[src/rtl/aud_fmt_pkg.sv]
package aud_fmt_pkg;

    typedef enum logic [1:0] {
        ST_IDLE   = 2'd0,
        ST_RUN    = 2'd1,
        ST_STARVE = 2'd2
    } fmt_state_e;

    localparam logic [2:0] WL_8  = 3'd0;
    localparam logic [2:0] WL_16 = 3'd1;
    localparam logic [2:0] WL_32 = 3'd6;

    // word length in bits for a length code, 0 for the unused code
    function automatic int word_bits(input logic [2:0] code);
        case (code)
            3'd0:    return 8;
            3'd1:    return 16;
            3'd2:    return 18;
            3'd3:    return 20;
            3'd4:    return 22;
            3'd5:    return 24;
            3'd6:    return 32;
            default: return 0;
        endcase
    endfunction

    // how many audio words one register value carries
    function automatic int words_per_reg(input logic [2:0] code);
        case (code)
            WL_8:    return 4;
            WL_16:   return 2;
            default: return 1;
        endcase
    endfunction

endpackage

[src/rtl/aud_fmt_word_pick.sv]
module aud_fmt_word_pick
    import aud_fmt_pkg::*;
#(
    parameter int REG_W = 32,
    parameter int LEN_W = 6
) (
    input  logic [REG_W-1:0] reg_word,
    input  logic [1:0]       idx,
    input  logic [2:0]       wlen,
    input  logic [LEN_W-1:0] wbits,
    input  logic             right_align,
    input  logic             packed_mode,
    output logic [REG_W-1:0] word_o
);
    localparam int NB = REG_W / 8;
    localparam int NH = REG_W / 16;

    logic [7:0]       lane8  [NB];
    logic [15:0]      lane16 [NH];
    logic             use_low;
    logic [REG_W-1:0] low_mask;

    genvar g;
    generate
        for (g = 0; g < NB; g++) begin : g_byte
            assign lane8[g] = reg_word[8*g +: 8];
        end
        for (g = 0; g < NH; g++) begin : g_half
            assign lane16[g] = reg_word[16*g +: 16];
        end
    endgenerate

    assign use_low  = right_align && !packed_mode;
    assign low_mask = ({{(REG_W-1){1'b0}}, 1'b1} << wbits) - 1'b1;

    always_comb begin
        unique case (wlen)
            WL_8:    word_o = REG_W'(lane8[idx]);
            WL_16:   word_o = REG_W'(lane16[idx[0]]);
            WL_32:   word_o = reg_word;
            default: word_o = use_low ? (reg_word & low_mask)
                                      : (reg_word >> (REG_W - int'(wbits)));
        endcase
    end
endmodule

[src/rtl/aud_fmt_slot_bit.sv]
module aud_fmt_slot_bit #(
    parameter int REG_W = 32,
    parameter int CNT_W = 5,
    parameter int LEN_W = 6
) (
    input  logic [REG_W-1:0] word,
    input  logic [LEN_W-1:0] wbits,
    input  logic [LEN_W-1:0] sbits,
    input  logic [CNT_W-1:0] pos,
    input  logic             pad_hi,
    input  logic             pad_first,
    input  logic             invalid,
    output logic             bit_o
);
    localparam int IDX_W = $clog2(REG_W);

    logic [LEN_W-1:0] p;
    logic [LEN_W-1:0] pads;
    logic [IDX_W-1:0] di;

    assign p    = LEN_W'(pos);
    assign pads = sbits - wbits;

    always_comb begin
        bit_o = pad_hi;
        di    = '0;
        if (!invalid) begin
            if (!pad_first) begin
                if (p < wbits) begin
                    di    = IDX_W'(wbits - 1'b1 - p);
                    bit_o = word[di];
                end
            end else if (p >= pads) begin
                di    = IDX_W'(sbits - 1'b1 - p);
                bit_o = word[di];
            end
        end
    end
endmodule

[src/rtl/aud_tx_formatter.sv]
module aud_tx_formatter
    import aud_fmt_pkg::*;
#(
    parameter int REG_W      = 32,
    parameter int SLOT_SHORT = 16,
    parameter int SLOT_LONG  = 32
) (
    input  logic             clk,
    input  logic             rst_n,
    input  logic             bit_tick,
    input  logic [2:0]       cfg_wlen,
    input  logic             cfg_slot32,
    input  logic             cfg_pad_hi,
    input  logic             cfg_pad_first,
    input  logic             cfg_right_align,
    input  logic             cfg_packed,
    input  logic [REG_W-1:0] in_data,
    input  logic             in_valid,
    output logic             in_ready,
    output logic             sd_out,
    output logic             ws_out,
    output logic             underflow,
    output logic             cfg_err
);
    localparam int CNT_W = $clog2(SLOT_LONG);
    localparam int LEN_W = CNT_W + 1;

    fmt_state_e       st, st_nx;
    logic [CNT_W-1:0] cnt;
    logic             par;
    logic [REG_W-1:0] hold, nbuf, cur_word;
    logic             nfull;
    logic [1:0]       widx, last_idx;
    logic [LEN_W-1:0] wbits, sbits;
    logic             slot_end, more_words, take, fetch, bit_now;

    assign wbits      = LEN_W'(word_bits(cfg_wlen));
    assign sbits      = cfg_slot32 ? LEN_W'(SLOT_LONG) : LEN_W'(SLOT_SHORT);
    assign last_idx   = 2'(words_per_reg(cfg_wlen) - 1);
    assign cfg_err    = (wbits == '0) || (wbits > sbits);
    assign slot_end   = ({1'b0, cnt} >= (sbits - 1'b1));
    assign more_words = (widx < last_idx);
    assign take       = in_valid && in_ready;
    assign fetch      = nfull || take;

    always_comb begin
        unique case (st)
            ST_IDLE: in_ready = 1'b1;
            default: in_ready = (widx >= last_idx) && !nfull;
        endcase
    end

    aud_fmt_word_pick #(.REG_W(REG_W), .LEN_W(LEN_W)) u_pick (
        .reg_word    (hold),
        .idx         (widx),
        .wlen        (cfg_wlen),
        .wbits       (wbits),
        .right_align (cfg_right_align),
        .packed_mode (cfg_packed),
        .word_o      (cur_word)
    );

    aud_fmt_slot_bit #(.REG_W(REG_W), .CNT_W(CNT_W), .LEN_W(LEN_W)) u_bit (
        .word      (cur_word),
        .wbits     (wbits),
        .sbits     (sbits),
        .pos       (cnt),
        .pad_hi    (cfg_pad_hi),
        .pad_first (cfg_pad_first),
        .invalid   (cfg_err),
        .bit_o     (bit_now)
    );

    // next-state logic
    always_comb begin
        st_nx = st;
        unique case (st)
            ST_IDLE: if (take) st_nx = ST_RUN;
            ST_RUN, ST_STARVE:
                if (bit_tick && slot_end && !more_words)
                    st_nx = fetch ? ST_RUN : ST_STARVE;
            default: st_nx = ST_IDLE;
        endcase
    end

    // state register
    always_ff @(posedge clk) begin
        if (!rst_n) st <= ST_IDLE;
        else        st <= st_nx;
    end

    // slot position, word index and register buffers
    always_ff @(posedge clk) begin
        if (!rst_n) begin
            cnt   <= '0;
            par   <= 1'b0;
            hold  <= '0;
            nbuf  <= '0;
            nfull <= 1'b0;
            widx  <= '0;
        end else if (st == ST_IDLE) begin
            cnt   <= '0;
            par   <= 1'b0;
            widx  <= '0;
            nfull <= 1'b0;
            if (take) hold <= in_data;
        end else begin
            if (take) begin
                nbuf  <= in_data;
                nfull <= 1'b1;
            end
            if (bit_tick) begin
                if (slot_end) begin
                    cnt <= '0;
                    par <= ~par;
                    if (more_words) begin
                        widx <= widx + 2'd1;
                    end else if (fetch) begin
                        hold  <= nfull ? nbuf : in_data;
                        widx  <= '0;
                        nfull <= 1'b0;
                    end
                end else begin
                    cnt <= cnt + 1'b1;
                end
            end
        end
    end

    // serial outputs and the sticky flag
    always_ff @(posedge clk) begin
        if (!rst_n) begin
            sd_out    <= 1'b0;
            ws_out    <= 1'b0;
            underflow <= 1'b0;
        end else if (bit_tick) begin
            if (st == ST_IDLE) begin
                sd_out <= cfg_pad_hi;
            end else begin
                sd_out <= bit_now;
                ws_out <= slot_end ? ~par : par;
                if (slot_end && !more_words && !fetch) underflow <= 1'b1;
            end
        end
    end
endmodule

[config.mk]
export PLATFORM = sky130hd
export DESIGN_NAME = aud_tx_formatter
export DESIGN_NICKNAME = d
export VERILOG_FILES = /design/src/rtl/aud_fmt_pkg.sv /design/src/rtl/aud_fmt_word_pick.sv /design/src/rtl/aud_fmt_slot_bit.sv /design/src/rtl/aud_tx_formatter.sv
export SDC_FILE = /design/constraint.sdc
export NUM_CORES = 1
export LEC_CHECK = 0
export ABC_AREA = 0
export BUFFER_PORTS_ARGS = -buffer_cell sky130_fd_sc_hd__buf_2
export CORE_UTILIZATION = 63
export CTS_BUF_LIST = sky130_fd_sc_hd__clkbuf_16
export DETAILED_ROUTE_END_ITERATION = 10
export PLACE_DENSITY = 0.8
export SKIP_CTS_REPAIR_TIMING = 1
export SYNTH_ARGS = -nofsm -noshare
export SYNTH_HDL_FRONTEND = slang
export SYNTH_SLANG_ARGS = --single-unit
[constraint.sdc]
create_clock -name clk -period 7.06 [get_ports clk]
set_input_delay 1.765 -clock clk [delete_from_list [all_inputs] [get_ports clk]]
set_output_delay 1.765 -clock clk [all_outputs]
set_load 0.02 [all_outputs]
== After elaboration in Yosys (flattened, before gate mapping) ==
Index checks and enable logic that the tools add are counted.
Widths: inputs -> output; s select.

* Latch bits: 0
* ROM bits: 0
* Memories: 0
* RAM bits: 0
* Bits in registers: 78
* Word-level logic and storage cells: 118
* Output and inout bits: 5
* Input port bits: 44

* Mux-type cells: 41
* Divide/modulo/power cells: 0
* Shift-type cells: 2
* Add/subtract/negate cells: 10
* Order comparisons: 10
* Reductions and logical operators: 28
* Multiply operators: 0
* Bitwise operators: 6
* Equal/unequal tests: 11

{| class="wikitable"
|+ Operators by type and width
! operator !! count
|-
| $mux 32 || 8
|-
| $pmux 32 s3 || 1
|-
| $mux 16 || 3
|-
| $pmux 6 s7 || 1
|-
| $and 32x32->32 || 1
|-
| $shl 1x6->32 const A || 1
|-
| $shr 32x32->32 || 1
|-
| $sub 32x1->32 const B || 1
|-
| $bmux 8 s2 || 1
|-
| $mux 8 || 2
|-
| $mux 1 || 14
|-
| $ge 5x6->1 || 2
|-
| $lt 5x6->1 const B || 2
|-
| $bmux 1 s5 || 2
|-
| $mux 2 || 5
|-
| $sub 5x5->5 || 2
|-
| $eq 3x3->1 const B || 3
|-
| $pmux 2 s2 || 2
|-
| $reduce_bool 2->1 || 4
|-
| $logic_and 1x1->1 || 7
|-
| $sub 6x6->7 const A || 1
|-
| $eq 3x2->1 const B || 2
|-
| $gt 6x6->1 || 1
|-
| $logic_not 6->1 || 1
|-
| 29 further kinds || 40
|}

== Logic depth before layout (Yosys ltp) ==
* Depth in word-level cells: 13
* Depth in mapped cells: 21

== By module ==
A second synthesis with hierarchy kept.

* Cells, all modules: 1151
* Area, all modules: 9536.6 sq um

{| class="wikitable"
|+ Modules (own cells, without submodules)
! module !! area an instance (sq um) !! cells an instance !! instances
|-
| aud_fmt_word_pick || 4403.0 || 603 || 1
|-
| aud_tx_formatter || 3783.6 || 405 || 1
|-
| aud_fmt_slot_bit || 1350.0 || 143 || 1
|}

== Worst setup path after synthesis ==
Ideal clock, no wire load.

* Path type: input-to-reg
* Start: input port cfg_wlen[2]
* End: register sd_out
* Cell stages on the path: 20
* Path slack: 1629 ps
* Library setup time: 115 ps
* Data required time: 6945 ps
* Buffers on the path: 5
* Arrival: 5317 ps
* Path through: buf_4 buf_4 clkbuf_1 nand2b_1 o21a_1 ha_1 ha_1 clkbuf_1 o21ai_0 ha_1 clkbuf_1 a21oi_1 a31oi_1 a21oi_1 a211oi_1 nand2_1 a2111o_1 nand3_1 o21ai_0 o21a_1

* Word-level cells in the longest chain between the ends: 13
* Elaborated cells on any way between the ends: 32
* Those cells by class: 5 x add/sub; 3 x order compare; 6 x eq/ne; 2 x shift; 12 x mux; 1 x bitwise; 3 x reduce/logical

{| class="wikitable"
|+ Ends and longest elaborated chain
! element !! line !! text
|-
| start, declared || aud_tx_formatter.sv:11 || <nowiki>input logic [2:0] cfg_wlen,</nowiki>
|-
| $eq 3x3->1 (tied with other cells) || aud_fmt_pkg.sv:15, aud_fmt_word_pick.sv:37 ||
|-
| $pmux 6 s7 || aud_fmt_pkg.sv:15 || <nowiki>case (code)</nowiki>
|-
| $shl 1x6->32 || aud_fmt_word_pick.sv:34 || <nowiki>assign low_mask = ({{(REG_W-1){1'b0}}, 1'b1} << wbits) - 1'b1;</nowiki>
|-
| $sub 32x1->32 || aud_fmt_word_pick.sv:34 ||
|-
| $and 32x32->32 || aud_fmt_word_pick.sv:41 || <nowiki>default: word_o = use_low ? (reg_word & low_mask)</nowiki>
|-
| $mux 32 || aud_fmt_word_pick.sv:41 ||
|-
| $pmux 32 s3 || aud_fmt_word_pick.sv:37 || <nowiki>unique case (wlen)</nowiki>
|-
| $bmux 1 s5 (on tied branches) || aud_fmt_slot_bit.sv:31, aud_fmt_slot_bit.sv:35 ||
|-
| $mux 1 (on tied branches) || aud_fmt_slot_bit.sv:31, aud_fmt_slot_bit.sv:35 ||
|-
| $mux 1 (on tied branches) || aud_fmt_slot_bit.sv:29, aud_fmt_slot_bit.sv:33 ||
|-
| $mux 1 || aud_fmt_slot_bit.sv:28 || <nowiki>if (!pad_first) begin</nowiki>
|-
| $mux 1 * || aud_fmt_slot_bit.sv:27 || <nowiki>if (!invalid) begin</nowiki>
|-
| $mux 1 * || aud_tx_formatter.sv:137 || <nowiki>if (st == ST_IDLE) begin</nowiki>
|-
| end signal, assigned || aud_tx_formatter.sv:138 || <nowiki>sd_out <= cfg_pad_hi;</nowiki>
|-
| end signal, assigned || aud_tx_formatter.sv:140 || <nowiki>sd_out <= bit_now;</nowiki>
|-
| end, declared || aud_tx_formatter.sv:20 || <nowiki>output logic sd_out,</nowiki>
|}

Every way passes the cells marked *; elsewhere a longest branch is shown, timed or not. The select of a mux whose other input is x is not followed.
A chain may end at the register's enable or synchronous reset.

== Worst setup path after layout ==
Same ends and word-level chain as after synthesis.

==> metrics.md <==
| Metric | Value |
|---|---|
| Fin area | `8280 um^2` |
| Nets | `1030` |
| Top cell type's share of synthesized area | `20.0%` |
| Synth top area cells | `dfxtp_1, nand2_1, mux2i_1` |
| Hold Crit Depth | `2` |
| Die area | `12800 um^2` |
| Core ar. | `12100 um^2` |
| First-pass GRT wire length | `between 40000 and 50000 um` |
| Via Count | `approximately 8000` |
| Asr flop ratio synth | `0%` |
| Minimum clock period | `6190 ps` |
| Site row count | `40` |
| Crit-path most repeated cell | `ha_1` |
| Layout Skew | `9.47 ps` |
| Layout area overhead | `6.11%` |
| Number of synthesized flops with an enable pin | `0` |
| Period utilization | `between 80% and 90%` |
| Die Y | `113 um` |
| Met1 Wirelength | `9950 um` |
| Gp weighted congestion | `~1.1` |
| Buf+Inv Stages, Crit Path | `2` |
| Worst Setup Start Kind | `primary input` |
| Reg2Reg Depth | `11` |
| Gr ovfl total | `0` |
| Yosys synthesis warning count | `0` |
| Top sig layer | `met4` |
| CP top delay family | `compound AO/OA/AOI/OAI gates` |
| RSZ-0062 raised after global routing | `false` |
| #FFs+latches synth | `78` |
| Worst Setup End Kind | `register` |
| CTS Buffer Depth | `2` |
| Setup TNS | `0 ps` |
| Synth Instances | `977` |
| Drt drc | `0` |
| Critical path data required time | `about 7300 ps` |
| CTS Sinks | `78` |
| Syn_area_per_cell | `roughly 8.0 um^2` |
| Register-to-Register Setup Slack | `3240 ps` |
| Antenna Nets Post-Route | `0` |
| WHS Endpoint | `nbuf[28]` |
| Mapped Nets | `1047` |
| Vias in the first global route | `7523` |
| Synthesized cell area | `7800 um^2` |
| Synth area leader | `dfxtp_1` |
| Seq/Total Area, Yosys | `between 20% and 30%` |
| Status | `finished clean` |
| Starting DRT DRC Count | `about 1300` |
| Crit Path Class | `primary input to register` |
| Layout cell share with drive strength beyond 1 | `15.2%` |
| CTS tree | `yes` |
| Least-Margin Pin Slew | `between 1000 and 1500 ps` |
| Worst path arrival time | `6430 ps` |
| FF-to-FF End | `sd_out` |
| Initial Util | `64.7%` |
| Drt wl/cell | `22.3 um` |
| Yosys cell types | `85` |
| Critical Path, Cell by Cell | `buf_2 -> buf_4 -> nor2b_1 -> nand2_1 -> o21a_1 -> ha_1 -> ha_1 -> o21ai_0 -> ha_1 -> a31oi_1 -> a21oi_1 -> a211oi_1 -> a21oi_1 -> a2111o_1 -> nand3_1 -> o21ai_0 -> o21a_1` |
| Slew headroom | `27.2%` |
| Max_cap viols | `0` |
| Static leakage | `3.54 nW` |
| X dimension of the die | `approximately 110 um` |
| Pwr dens | `247 nW/um^2` |
| HP Start | `nbuf[28]` |
| Final setup fails | `0` |
| Antenna cells | `0` |
| I/O Buffers | `48` |
| Final wirelength | `25300 um` |
| All-Layer GR Usage | `40.4%` |
| Initial antenna violation count | `0` |
| DRT Pass-1 Iters | `10` |
| Post-DR vias/cell | `slightly above 7` |
| Max rail drop VDD | `0.000191 V` |
| CP max stage cell | `a211oi_1` |
| Routed met3 length | `2820 um` |
| Slowest cell delay on critical path | `roughly 900 ps` |
| Largest net degree at the start of global routing | `71` |
| Hpwl dp | `17300 um` |
| Hold Path Class | `register to register` |
| Met2 wire length | `10700 um` |
| CTS buffer count | `9` |
| Root Buffer | `clkbuf_16` |
| IO Count | `49` |
| CP startpoint | `cfg_wlen[2]` |
| Final Hold Vio Count | `0` |
| Clock-pin slew on the worst setup and hold paths | `60 ps` |
| Htree depth | `3` |
| Area after DPL | `7980 um^2` |
| Clk_lat worst skew | `340 ps` |
| Max frequency | `161 MHz` |
| Max FO, Critical Path | `19` |
| R2R Path Start | `cnt[0]` |
| Most used flip-flop cell after synthesis | `dfxtp_1` |
| Pins Over Slew Limit | `0` |
[worst register-to-register path, stage by stage (launching register included)]
cell and delay (ps):
dfxtp_2 310, buf_4 490, clkinv_1 800, nor2_1 680, a41o_1 270, o221ai_1 160
o31ai_1 170, mux2i_1 120, a2111oi_0 410, a211oi_1 160, nand2_1 80, o21a_1 110
[routing by layer]
| metal | global-route usage (%) | up-vias |
|---|---|---|
| met2 | 59.9 | 652 |
| li1 | - | 3635 |
| met1 | 52.0 | 3688 |
| met5 | 0 | - |
| met4 | 27.4 | 0 |
| met3 | 9.96 | 162 |
[cell type report]
class | instances | area (um^2)
Inverter | 27 | 101
Timing Repair Buffer | 65 | 368
Tap cell | 168 | 210
Clock buffer | 9 | 225
Fill cell | 1023 | 3780
Clock inverter | 7 | 73.8
Multi-Input combinational cell | 779 | 5740
Sequential cell | 78 | 1560
[cells in the final DEF (no fill, tap or decap), drive strengths merged, types with 28 or more instances in the layout]
| cell | Yosys | routed |
|---|---|---|
| mux2i | 50 | 50 |
| a21boi | 37 | 37 |
| a21oi | 45 | 45 |
| nand2 | 155 | 155 |
| o211a | 33 | 33 |
| nor2 | 58 | 58 |
| o21ai | 33 | 33 |
| dfxtp | 78 | 78 |
| mux4 | 28 | 28 |
| nand3 | 35 | 35 |
| buf | 29 | 65 |
| inv | 25 | 28 |
[state kept, by name (all words and copies together), names as in the netlist]
register / cells
ws_out: 1
nbuf: 32
st: 2
nfull: 1
hold: 32
widx: 2
cnt: 5
sd_out: 1
par: 1
underflow: 1
[cells in the mapped netlist (5+ instances only)]
master and instances:
and2_1 5, clkbuf_1 64, buf_2 13, nor2_1 57, a211oi_1 16, o21ai_0 31, nor3_1 12, a31oi_1 18
nor4_1 8, a211o_1 7, a2111oi_0 5, o22ai_1 5, o211a_1 33, a21boi_0 36, nand4_1 9, nand2_1 155
dfxtp_1 78, mux4_2 21, a22oi_1 6, buf_4 5, o2111ai_1 10, buf_1 7, nor2b_1 15, mux2i_1 50
ha_1 25, nand3_1 35, xnor2_1 8, mux2_2 22, a21oi_1 45, inv_1 24, a21o_1 5, and3_1 6
xor2_1 7, mux4_1 7, a311oi_1 7, o211ai_1 9, or2_2 5, a32oi_1 5, nand2b_1 16, o21a_1 8
[how the worst max path moves through the flow]
stage / to / slack (ps) / cells past startpoint
final: sd_out / 870 / 17
after floorplan: sd_out / 1630 / 20
after global routing: sd_out / 670 / 17
after detailed placement: sd_out / 890 / 16
after global placement: sd_out / 920 / 16
after CTS: cfg_err / 1080 / 12
[metrics by stage]
step	worst slack, ps	cells	utilization [%]	total power [mW]	hold slack, ps
4_1_cts	1080	1133	68.6	2.00	466
3_5_place_dp	891	1117	66.1	1.53	457
3_3_place_gp	925	1117	66.1	1.52	450
5_1_grt	670	1133	68.6	2.14	486
6_report	866	1133	68.6	2.04	462
2_1_floorplan	1630	977	-	1.28	443
[kinds of logic after synthesis]
family	count (synthesis)	share of synthesized area, %
AOI/OAI and AO/OA	287	27.4
xor gates and xnor gates	17	2.25
adders and majority gates	26	4.27
buffers and inverters	120	6.66
DFF	78	20.0
muxes	100	18.0
and+or+nand+nor	349	21.4
[where the power goes]
part	total (mW)	leakage, nW	switching (mW)	internal [mW]
Clock	0.469	0.140	0.194	0.275
Sequential	0.696	0.639	0.174	0.523
Combinational	0.879	2.76	0.505	0.374
Total	2.04	3.54	0.872	1.17
Power figures use the tool's default switching activity.
